File: src/rtl/gpio_sc_pkg.sv
package gpio_sc_pkg;

   // Register byte offsets; software decodes these, so they are fixed.
   localparam int unsigned OFS_DRV_EN  = 'h100;
   localparam int unsigned OFS_LAT_SET = 'h108;
   localparam int unsigned OFS_LAT_CLR = 'h10C;
   localparam int unsigned OFS_PIN     = 'h110;

   // One strobe per write function.
   typedef struct packed {
      logic drv_off;
      logic lat_set;
      logic lat_clr;
      logic ie_load;
   } wr_sel_t;

   typedef enum logic [1:0] {
      RSEL_NONE = 2'd0,
      RSEL_DRV  = 2'd1,
      RSEL_LAT  = 2'd2,
      RSEL_PIN  = 2'd3
   } rd_sel_t;

endpackage

File: src/rtl/gpio_sc_decode.sv
module gpio_sc_decode
   import gpio_sc_pkg::*;
#(
   parameter int unsigned AW = 12
) (
   input  logic [AW-1:0] addr,
   input  logic          wr,
   input  logic          rd,
   output wr_sel_t       wsel,
   output rd_sel_t       rsel
);

   localparam logic [AW-1:0] A_DRV = AW'(OFS_DRV_EN);
   localparam logic [AW-1:0] A_SET = AW'(OFS_LAT_SET);
   localparam logic [AW-1:0] A_CLR = AW'(OFS_LAT_CLR);
   localparam logic [AW-1:0] A_PIN = AW'(OFS_PIN);

   if (AW < 9) begin : g_bad_aw
      $error("gpio_sc_decode: AW must cover offset 0x110");
   end

   always_comb begin
      wsel         = '0;
      wsel.drv_off = wr && (addr == A_DRV);
      wsel.lat_set = wr && (addr == A_SET);
      wsel.lat_clr = wr && (addr == A_CLR);
      wsel.ie_load = wr && (addr == A_PIN);
   end

   always_comb begin
      rsel = RSEL_NONE;
      if (rd) begin
         unique case (addr)
            A_DRV:   rsel = RSEL_DRV;
            A_SET:   rsel = RSEL_LAT;
            A_PIN:   rsel = RSEL_PIN;
            default: rsel = RSEL_NONE;
         endcase
      end
   end

endmodule

File: src/rtl/gpio_sc_drive.sv
module gpio_sc_drive
   import gpio_sc_pkg::*;
#(
   parameter int unsigned      PINS     = 32,
   parameter logic [PINS-1:0]  IE_RESET = '1
) (
   input  logic            clk,
   input  logic            rst_n,
   input  wr_sel_t         wsel,
   input  logic [PINS-1:0] wdata,
   output logic [PINS-1:0] drv_en,
   output logic [PINS-1:0] lat,
   output logic [PINS-1:0] ie
);

   if (PINS < 1 || PINS > 32) begin : g_bad_pins
      $error("gpio_sc_drive: PINS must be 1..32");
   end

   logic any_lat_wr;
   assign any_lat_wr = wsel.lat_set | wsel.lat_clr;

   for (genvar i = 0; i < PINS; i++) begin : g_pin
      always_ff @(posedge clk or negedge rst_n) begin
         if (!rst_n) begin
            drv_en[i] <= 1'b0;
            lat[i]    <= 1'b0;
            ie[i]     <= IE_RESET[i];
         end else begin
            if (wsel.drv_off && wdata[i])
               drv_en[i] <= 1'b0;
            else if (any_lat_wr && wdata[i])
               drv_en[i] <= 1'b1;
            if (wsel.lat_set && wdata[i])
               lat[i] <= 1'b1;
            else if (wsel.lat_clr && wdata[i])
               lat[i] <= 1'b0;
            if (wsel.ie_load)
               ie[i] <= wdata[i];
         end
      end
   end

   AST_SET_RAISES_LATCH: assert property (@(posedge clk) disable iff (!rst_n)
      wsel.lat_set |=> ((lat & $past(wdata)) == $past(wdata)));
   AST_SET_ENABLES: assert property (@(posedge clk) disable iff (!rst_n)
      wsel.lat_set |=> ((drv_en & $past(wdata)) == $past(wdata)));
   AST_CLR_DROPS_LATCH: assert property (@(posedge clk) disable iff (!rst_n)
      wsel.lat_clr |=> ((lat & $past(wdata)) == '0));
   AST_CLR_ENABLES: assert property (@(posedge clk) disable iff (!rst_n)
      wsel.lat_clr |=> ((drv_en & $past(wdata)) == $past(wdata)));
   AST_TRI_RELEASES: assert property (@(posedge clk) disable iff (!rst_n)
      wsel.drv_off |=> ((drv_en & $past(wdata)) == '0));
   AST_TRI_KEEPS_LATCH: assert property (@(posedge clk) disable iff (!rst_n)
      wsel.drv_off |=> $stable(lat));
   AST_IE_KEEPS_DRIVE: assert property (@(posedge clk) disable iff (!rst_n)
      wsel.ie_load |=> ($stable(lat) && $stable(drv_en)));
   AST_IDLE_HOLDS: assert property (@(posedge clk) disable iff (!rst_n)
      (wsel == '0) |=> ($stable(lat) && $stable(drv_en) && $stable(ie)));
   AST_ONE_STROBE: assert property (@(posedge clk) disable iff (!rst_n)
      $onehot0(wsel));

endmodule

File: src/rtl/gpio_sc_sync.sv
module gpio_sc_sync #(
   parameter int unsigned PINS   = 32,
   parameter int unsigned STAGES = 2
) (
   input  logic            clk,
   input  logic            rst_n,
   input  logic [PINS-1:0] d,
   output logic [PINS-1:0] q
);

   if (STAGES < 2) begin : g_bad_stages
      $error("gpio_sc_sync: STAGES must be at least 2");
   end

   logic [STAGES-1:0][PINS-1:0] stg;

   for (genvar s = 0; s < STAGES; s++) begin : g_stage
      if (s == 0) begin : g_first
         always_ff @(posedge clk or negedge rst_n) begin
            if (!rst_n) stg[s] <= '0;
            else        stg[s] <= d;
         end
      end else begin : g_next
         always_ff @(posedge clk or negedge rst_n) begin
            if (!rst_n) stg[s] <= '0;
            else        stg[s] <= stg[s-1];
         end
      end
   end

   assign q = stg[STAGES-1];

   AST_SYNC_SHIFT: assert property (@(posedge clk) disable iff (!rst_n)
      1'b1 |=> (stg[1] == $past(stg[0])));

endmodule

File: src/rtl/gpio_setclr_port.sv
module gpio_setclr_port
   import gpio_sc_pkg::*;
#(
   parameter int unsigned AW          = 12,
   parameter int unsigned PINS        = 32,
   parameter int unsigned SYNC_STAGES = 2,
   parameter logic [31:0] IE_RESET    = 32'hFFFF_FFFF
) (
   input  logic            clk,
   input  logic            rst_n,
   input  logic [AW-1:0]   bus_addr,
   input  logic            bus_wr,
   input  logic [31:0]     bus_wdata,
   input  logic            bus_rd,
   output logic [31:0]     bus_rdata,
   input  logic [PINS-1:0] pad_in,
   output logic [PINS-1:0] pad_oe,
   output logic [PINS-1:0] pad_out,
   output logic [PINS-1:0] pad_ie
);

   localparam int unsigned DW = 32;

   if (PINS > DW) begin : g_bad_width
      $error("gpio_setclr_port: PINS exceeds the bus width");
   end

   wr_sel_t         wsel;
   rd_sel_t         rsel;
   logic [PINS-1:0] drv_en, lat, ie, pin_sync;
   logic [DW-1:0]   rd_mux;

   gpio_sc_decode #(.AW(AW)) u_dec (
      .addr (bus_addr),
      .wr   (bus_wr),
      .rd   (bus_rd),
      .wsel (wsel),
      .rsel (rsel)
   );

   gpio_sc_drive #(.PINS(PINS), .IE_RESET(IE_RESET[PINS-1:0])) u_drv (
      .clk    (clk),
      .rst_n  (rst_n),
      .wsel   (wsel),
      .wdata  (bus_wdata[PINS-1:0]),
      .drv_en (drv_en),
      .lat    (lat),
      .ie     (ie)
   );

   gpio_sc_sync #(.PINS(PINS), .STAGES(SYNC_STAGES)) u_sync (
      .clk   (clk),
      .rst_n (rst_n),
      .d     (pad_in),
      .q     (pin_sync)
   );

   always_comb begin
      rd_mux = '0;
      unique case (rsel)
         RSEL_DRV:  rd_mux[PINS-1:0] = drv_en;
         RSEL_LAT:  rd_mux[PINS-1:0] = lat;
         RSEL_PIN:  rd_mux[PINS-1:0] = pin_sync;
         default:   rd_mux = '0;
      endcase
   end

   always_ff @(posedge clk or negedge rst_n) begin
      if (!rst_n) bus_rdata <= '0;
      else        bus_rdata <= rd_mux;
   end

   assign pad_oe  = drv_en;
   assign pad_out = lat;
   assign pad_ie  = ie;

   AST_RDATA_IDLE: assert property (@(posedge clk) disable iff (!rst_n)
      !bus_rd |=> (bus_rdata == '0));
   AST_READ_DRV: assert property (@(posedge clk) disable iff (!rst_n)
      (bus_rd && bus_addr == AW'(OFS_DRV_EN)) |=>
      (bus_rdata[PINS-1:0] == $past(pad_oe)));
   AST_HOLE_READS_ZERO: assert property (@(posedge clk) disable iff (!rst_n)
      (bus_rd && bus_addr == AW'(OFS_LAT_CLR)) |=> (bus_rdata == '0));

endmodule

File: config.mk
export PLATFORM = sky130hd
export DESIGN_NAME = gpio_setclr_port
export DESIGN_NICKNAME = d
export VERILOG_FILES = /design/src/rtl/gpio_sc_pkg.sv /design/src/rtl/gpio_sc_decode.sv /design/src/rtl/gpio_sc_drive.sv /design/src/rtl/gpio_sc_sync.sv /design/src/rtl/gpio_setclr_port.sv
export SDC_FILE = /design/constraint.sdc
export NUM_CORES = 1
export LEC_CHECK = 0
export BUFFER_PORTS_ARGS = -buffer_cell sky130_fd_sc_hd__buf_2
export CAP_MARGIN = 20
export CORE_MARGIN = 4
export CORE_UTILIZATION = 33
export DETAILED_ROUTE_END_ITERATION = 12
export MAX_ROUTING_LAYER = met4
export SYNTH_ARGS = -nofsm -noshare
export SYNTH_HDL_FRONTEND = slang
export SYNTH_SLANG_ARGS = --single-unit
File: constraint.sdc
create_clock -name clk -period 0.97 [get_ports clk]
set_input_delay 0.097 -clock clk [delete_from_list [all_inputs] [get_ports clk]]
set_output_delay 0.097 -clock clk [all_outputs]
set_load 0.005 [all_outputs]
# == Yosys cells after proc, flatten, opt, wreduce, memory -nomap -nowiden ==
# Index checks and enable logic that the tools add are counted.
# classes
eq_ne,7
mux,131
n_bitwise,1
reduce_logical,196
# op_table
operator,count
$logic_and A1 B1 Y1,132
$mux W1,128
$reduce_bool A2 Y1,64
$pmux W32 S3,1
$eq A12 B9 Y1 const B,4
$pmux W2 S3,1
$eq A2 B2 Y1 const B,2
$eq A2 B1 Y1 const B,1
$mux W2,1
$or A1 B1 Y1,1
# totals
reg_bits,192
input_bits,80
out_inout_bits,128

# == Logic depth before layout (Yosys ltp) ==
# Gate-level depths: netlist of the first run.
# depth
ltp_word,6
ltp_mapped,8
mapped_depth_nobuf,4

# == By module ==
# Synthesis of the first run repeated with hierarchy kept, for this count alone.
# hier_totals
hier_cells,534
area_unflattened_um2,7702.4
# by_module_without_submodules
mod,n_inst,cells_each,area_per_inst_um2
gpio_sc_drive,1,309,4042.6
gpio_sc_sync,1,96,1841.8
gpio_setclr_port,1,109,1700.4
gpio_sc_decode,1,20,117.6

# == Worst setup path before layout of the first run ==
# Ideal clock, no wire load.
# synth_timing
kind,input-to-reg
from,input bus_addr[3]
to,register u_drv.ie[0]
setup_ns,0.082
arrival_ns,1.434
required_time_ns,0.888
path_slack_ns,-0.547
stages,8
cell_sequence,buf_2 nor4_1 and2_1 buf_4 and3_1 buf_6 buf_12 mux2_4
# synth_between
elab_chain_cells,2
# synth_rtl
element,line_no,rtl
start: declaration,gpio_setclr_port.sv:11,"input logic [AW-1:0] bus_addr,"
$eq A12 B9 Y1,gpio_sc_decode.sv:27,wsel.ie_load = wr && (addr == A_PIN);
$logic_and A1 B1 Y1,gpio_sc_decode.sv:27,
end signal: indexed assignment,gpio_sc_drive.sv:28,ie[i] <= IE_RESET[i];
end signal: indexed assignment,gpio_sc_drive.sv:39,ie[i] <= wdata[i];
end: declaration,gpio_sc_drive.sv:13,output logic [PINS-1:0] ie
# Every way passes these cells.
# A chain may end at the register's enable or synchronous reset.

# == Final worst setup path of the first run ==
# layout_timing
from,register u_drv.drv_en[23]
to,output pad_oe[23]
# layout_rtl
element,line_no,rtl
start: declaration,gpio_sc_drive.sv:11,"output logic [PINS-1:0] drv_en,"
start signal: indexed assignment,gpio_sc_drive.sv:26,drv_en[i] <= 1'b0;
start signal: indexed assignment,gpio_sc_drive.sv:31,drv_en[i] <= 1'b0;
start signal: indexed assignment,gpio_sc_drive.sv:33,drv_en[i] <= 1'b1;
end: declaration,gpio_setclr_port.sv:17,"output logic [PINS-1:0] pad_oe,"
# No word-level cell between the ends.

==> results.py, run 1 <==
metrics = {
    "status": {
        "status": "finished with violations",
        "failed_checks": "setup timing",
    },
    "place": {
        "buffer_ports.inserted": 207,
        "hpwlAfterDp_mm": 13.7,
        "place_area_sq_mm": 0.00938,
        "dp_slack_ns": -0.559,
        "place.gp.congestion": 0.808,
    },
    "pwr": {
        "finalPower_mw": 16.6,
        "p_leak_nw": 6.60,
        "clkPwrFrac_pct": 42.5,
        "internal_power_mw": 12.3,
        "vdd_drop_max_uv": 1120,
        "switching_share_pct": 25.8,
        "power_frac_comb_pct": 7.8,
        "p_switching_mw": 4.28,
        "pwr-share-seq_pct": 49.7,
        "power_density_mw_per_mm2": 1260,
    },
    "cells_and_area": {
        "fin_nets": 1045,
        "fillerInstances": 1556,
        "drive_gt1_share_pct": 65.8,
        "synthToLayoutAreaGrowth_pct": 81.9,
        "fin_area_sq_mm": 0.0131,
    },
    "clock_tree": {
        "cts.sinks": 192,
        "insertion_delay_ns": 0.44,
        "cts_buffer_depth": 2,
        "cts_tree": "built",
        "cts_buffers": 17,
        "cts-root-buf": "clkbuf_16",
        "clk_pin_slew_ns": 0.08,
        "htreeDepth": 4,
    },
    "synthesis": {
        "ys_ff_latch": 192,
        "syn-instance-count": 524,
        "synth.avg_cell_area_sq_um": 13.8,
        "yosysUniqueCellTypes": 23,
        "syn_nets": 604,
        "ys_seq_area_share_pct": 67.2,
        "yosys-top-cells-area": "dfrtp_1, dfstp_2, mux2_4",
        "synth_top_area_share_pct": 55.6,
        "syn_area_sq_mm": 0.00721,
        "yosys.area.top_type": "dfrtp_1",
        "synth_warnings": 0,
    },
    "timing": {
        "fin_skew_ns": 0.0123,
        "grt_setup_unrepaired": "true",
        "worst_pin_slew_ns": 0.483,
        "fin_ws_ns": -0.240,
        "timing.final.crit_share_pct": 125,
        "fmax_mhz": 826,
        "setup_violations": 253,
        "slew_violations": 0,
        "fin_setup_tns_ns": -35.18,
        "hold_viol_final": 0,
        "min_period_ns": 1.21,
        "slew_headroom_pct": 67.8,
    },
    "setup_path": {
        "critPathMaxFanout": 2,
        "setup.worst_path.start_class": "flip-flop",
        "cp.required_ns": 0.87,
        "arrival_ns": 1.11,
        "cp-end-kind": "output pin",
        "worstSetupPathType": "flip-flop to output pin",
    },
    "die": {
        "fp-row-count": 53,
        "die_area_sq_mm": 0.0243,
        "initial_core_util_pct": 34.0,
        "ioPinCount": 208,
        "die_height_microns": 156,
        "core_sq_mm": 0.0212,
        "die_x_microns": 156,
    },
    "global_routing": {
        "overflow": 0,
        "grt_max_degree": 43,
        "grt_pass1_vias": 6194,
        "grt_usage_pct": 19.6,
        "antenna_found_initial": 1,
        "grt_pass1_wl_mm": 35.2,
    },
    "routing": {
        "drt_iter0_markers": 242,
        "viasPerCell": 4.70,
        "routedWlPerCell_microns": 19.7,
        "ant_nets": 0,
        "wirelength_mm": 24.8,
        "drc": 0,
        "vias": 5900,
        "dr.pass1.iters": 4,
    },
    "job": {
        "drv_cap": 0,
    },
    "worst_hold_path": {
        "hold_class": "input port to flip-flop",
    },
}
## layer usage
| metal | routed length [microns] | global-route usage, % | vias up | part of all wire (%) |
|---|---|---|---|---|
| met5 | 0 | - | - | 0 |
| met4 | 473 | 5.79 | 0 | 1.9 |
| met3 | 960 | 3.22 | 35 | 3.9 |
| met2 | 12900 | 32.2 | 195 | 52 |
| met1 | 10400 | 25.0 | 2998 | 42 |
| li1 | - | - | 2672 | - |
## path summary, 6_finish.rpt
path,startpoint,endpoint,slack [ns],cells past startpoint
setup / recovery,u_drv.drv_en[23],pad_oe[23],-0.24,2
hold / removal,bus_rd,bus_rdata[20],0.1,4
setup reg to reg,u_drv.drv_en[2],bus_rdata[2],-0.15,4
hold reg to reg,u_sync.stg[13],u_sync.q[13],0.35,0
max in group asynchronous,rst_n,u_drv.ie[5],0.27,3
min in group asynchronous,rst_n,bus_rdata[26],0.11,2
## kinds of logic after synthesis
family,synth area share (%)
flip-flops,67.2
AO/OA/AOI/OAI,7.78
multiplexers,16.0
AND/OR/NAND/NOR,4.48
buffers and inverters,4.51
## synth_stat cells
cell      count
dfrtp_1     160
a21oi_1      64
mux2_2       34
nand2_1      33
a22oi_1      32
dfstp_2      32
inv_1        32
mux2i_1      32
nor2_1       32
mux2_4       30
clkbuf_1     16
buf_2        11
buf_12        3
and2_1        2
buf_6         2
nor4b_1       2
and3_1        1
and4_1        1
and4b_1       1
buf_4         1
nor3_1        1
nor4_1        1
nor4_2        1
## critical path: stages (launching register included)
cell     delay [ns]
dfrtp_1        0.42
buf_6          0.14
buf_6          0.11
## state kept, by name, indices dropped and copies added (netlist names)
register,count
u_sync.stg,32
u_drv.ie,32
u_drv.lat,32
u_sync.q,32
bus_rdata,32
u_drv.drv_en,32
## cell type report
| type | count | area [sq um] | share of cell area (%) |
|---|---|---|---|
| Antenna cell | 1 | 2.50 | 0.0191 |
| Sequential cell | 192 | 4840 | 37.0 |
| Clock inverter | 15 | 158 | 1.20 |
| Timing Repair Buffer | 455 | 4310 | 32.9 |
| Clock buffer | 17 | 425 | 3.25 |
| Tap cell | 275 | 344 | 2.63 |
| Inverter | 32 | 120 | 0.916 |
| Multi-Input combinational cell | 267 | 2900 | 22.2 |
## power groups by stage
stage          Sequential (mW)  Combinational, mW  Clock, mW
5_1_grt                   8.25               1.38       7.55
4_1_cts                   8.22               1.17       7.20
6_report                  8.23               1.29       7.05
3_3_place_gp              8.36              0.839          0
3_5_place_dp              8.37              0.844          0
2_1_floorplan             8.36              0.222          0
## metrics by stage
stage / util [%] / std cells / hold slack [ns]
after floorplan: - / 524 / -0.199
after global placement: 44.2 / 1065 / -0.00697
after detailed placement: 44.2 / 1065 / -0.00610
after CTS: 57.3 / 1217 / 0.0748
after global routing: 61.8 / 1254 / 0.102
final: 61.8 / 1254 / 0.0963
## cell usage in the layout, fill, tap and decap left out, types with 36 or more instances in the layout
master / instances
a21oi_2: 36
buf_2: 121
buf_6: 163
dfrtp_1: 160
dlygate4sd3_1: 65
mux2_4: 56
buf_4: 73
## repair_timing
action,CTS,global route
resized for setup,202,153
endpoints found under the setup margin,214,256
buffers inserted,47,41
hold endpoints to repair,297,0
gates cloned,8,7
hold buffers,65,0
pin swaps,49,49
(Power assumes the default switching activity.)
==> run 2, diff against run 1 <==
--- a/config.mk
+++ b/config.mk
@@ -11,6 +11,7 @@
 export CORE_UTILIZATION = 33
 export DETAILED_ROUTE_END_ITERATION = 12
 export MAX_ROUTING_LAYER = met4
+export PLACE_DENSITY = 0.54
 export SYNTH_ARGS = -nofsm -noshare
 export SYNTH_HDL_FRONTEND = slang
 export SYNTH_SLANG_ARGS = --single-unit
==> run 2 against run 1 <==
  * The flow still finishes with violations (setup timing)
  * Flip-flop and latch count is the same
  * Clock-buffer cell count grew 4
  * First-iteration DRC count grew 1.7%
  * Critical endpoint is now pad_ie[0]
==> results.py, run 2 (synthesis gave the netlist of run 1 again) <==
metrics = {
    "setup_path": {
        "worstSetupPathType": "flip-flop to output pin",
        "path_depth": 1,
        "regToRegSetupSlack_ns": -0.15,
        "rr_worst_depth": 4,
        "cp.required_ns": 0.87,
        "timing.rr.end": "bus_rdata[2]",
        "arrival_ns": 1.10,
        "critPathMaxFanout": 2,
        "crit_chain": "buf_6",
        "cp_top_family": "flip-flops",
        "crit_buf_inv": 1,
        "max_stage_delay_ns": 0.57,
        "cp-end-kind": "output pin",
        "r2r-start": "u_drv.drv_en[2]",
        "setup.worst_path.start_class": "flip-flop",
        "slowest_stage": "dfstp_2",
    },
    "global_routing": {
        "grt_pass1_vias": 6369,
        "grt_usage_pct": 20.4,
        "grt_pass1_wl_mm": 36.6,
        "overflow": 0,
        "grt_max_degree": 69,
        "antenna_found_initial": 0,
    },
    "die": {
        "die_area_sq_mm": 0.0243,
        "die_x_microns": 156,
        "fp-row-count": 53,
        "ioPinCount": 208,
        "die_height_microns": 156,
        "initial_core_util_pct": 34.0,
        "core_sq_mm": 0.0212,
    },
    "pwr": {
        "p_leak_nw": 6.50,
        "power_density_mw_per_mm2": 1280,
        "vdd_drop_max_uv": 1060,
    },
    "cells_and_area": {
        "synthToLayoutAreaGrowth_pct": 80.3,
        "insertedDiodeCount": 0,
        "fin_nets": 1041,
        "drive_gt1_share_pct": 64.0,
        "layout_common_cells": "buf_6, dfrtp_1, buf_2",
        "final_common_cell": "buf_6",
        "final_util_pct": 61.3,
        "fin_area_sq_mm": 0.0130,
    },
    "clock_tree": {
        "cts.sinks": 192,
        "cts_tree": "built",
        "insertion_delay_ns": 0.42,
        "clk_pin_slew_ns": 0.07,
        "cts_buffers": 17,
        "cts-root-buf": "clkbuf_16",
        "htreeDepth": 4,
        "cts_buffer_depth": 2,
    },
    "timing": {
        "fin_ws_ns": -0.224,
        "timing.final.crit_share_pct": 123,
        "slew_violations": 0,
        "fin_setup_tns_ns": -30.06,
        "grt_setup_unrepaired": "true",
        "fin_skew_ns": 0.00814,
        "min_period_ns": 1.19,
        "fmax_mhz": 838,
        "setup_violations": 231,
        "worst_pin_slew_ns": 0.479,
        "slew_headroom_pct": 68.1,
        "hold_viol_final": 0,
    },
    "routing": {
        "dr.pass1.iters": 5,
        "drc": 0,
        "routedWlPerCell_microns": 20.5,
        "wirelength_mm": 25.5,
        "ant_nets": 0,
        "drt_iter0_markers": 246,
        "vias": 5950,
        "viasPerCell": 4.77,
    },
    "place": {
        "place_area_sq_mm": 0.00932,
        "place.gp.congestion": 0.801,
        "hpwlAfterDp_mm": 14.3,
        "dp_slack_ns": -0.617,
        "buffer_ports.inserted": 207,
    },
    "status": {
        "failed_checks": "setup timing",
        "status": "finished with violations",
    },
    "worst_hold_path": {
        "hold_class": "input port to async pin",
    },
    "job": {
        "drv_cap": 0,
    },
}
==> run 2: metrics by stage <==
| stage | cells | hold slack, ns | total power, mW |
|---|---|---|---|
| 6_report | 1248 | 0.0670 | 16.6 |
| 5_1_grt | 1248 | 0.0494 | 17.2 |
| 4_1_cts | 1224 | 0.0564 | 16.7 |
| 3_5_place_dp | 1061 | -0.0529 | 9.20 |
| 3_3_place_gp | 1061 | -0.0541 | 9.18 |
| 2_1_floorplan | 524 | -0.199 | 8.58 |
==> run 2: worst max-delay path by stage <==
stage | startpoint | to
after floorplan | bus_addr[2] | u_drv.ie[0]
after global placement | bus_addr[11] | u_drv.ie[24]
after detailed placement | bus_addr[11] | u_drv.ie[23]
after CTS | u_drv.ie[22] | pad_ie[22]
after global routing | u_drv.ie[22] | pad_ie[22]
final | u_drv.ie[0] | pad_ie[0]
==> run 2: layout make-up <==
| cell class | instances | area (sq um) |
|---|---|---|
| clock buffer | 21 | 470 |
| fill | 1568 | 8220 |
| clock inverter | 10 | 126 |
| timing repair buffer | 451 | 4350 |
| multi-input combinational | 267 | 2740 |
| sequential | 192 | 4840 |
| tap | 275 | 344 |
| inverter | 32 | 120 |
==> run 2: repair_timing <==
item / in CTS / in global routing
hold endpoints to repair: 297 / 0
resized for setup: 242 / 100
hold buffers: 65 / 0
setup buffers: 58 / 29
endpoints found under the setup margin: 233 / 256
gates cloned: 10 / 6
pin swaps: 50 / 29
==> run 2: report_power, final <==
| group | total (mW) | internal [mW] | switching [mW] | leakage, nW |
|---|---|---|---|---|
| sequential | 8.24 | 8.17 | 0.0648 | 2.25 |
| clock | 7.09 | 4.02 | 3.07 | 0.276 |
| combinational | 1.25 | 0.631 | 0.623 | 3.98 |
| total | 16.6 | 12.8 | 3.76 | 6.50 |
==> run 2: per-layer routing <==
metal	global-route usage (%)	vias to the layer above	wire (microns)
li1	-	2666	-
met1	23.4	3058	10100
met2	35.7	189	13600
met3	5.16	37	1240
met4	5.54	0	676
met5	-	-	0
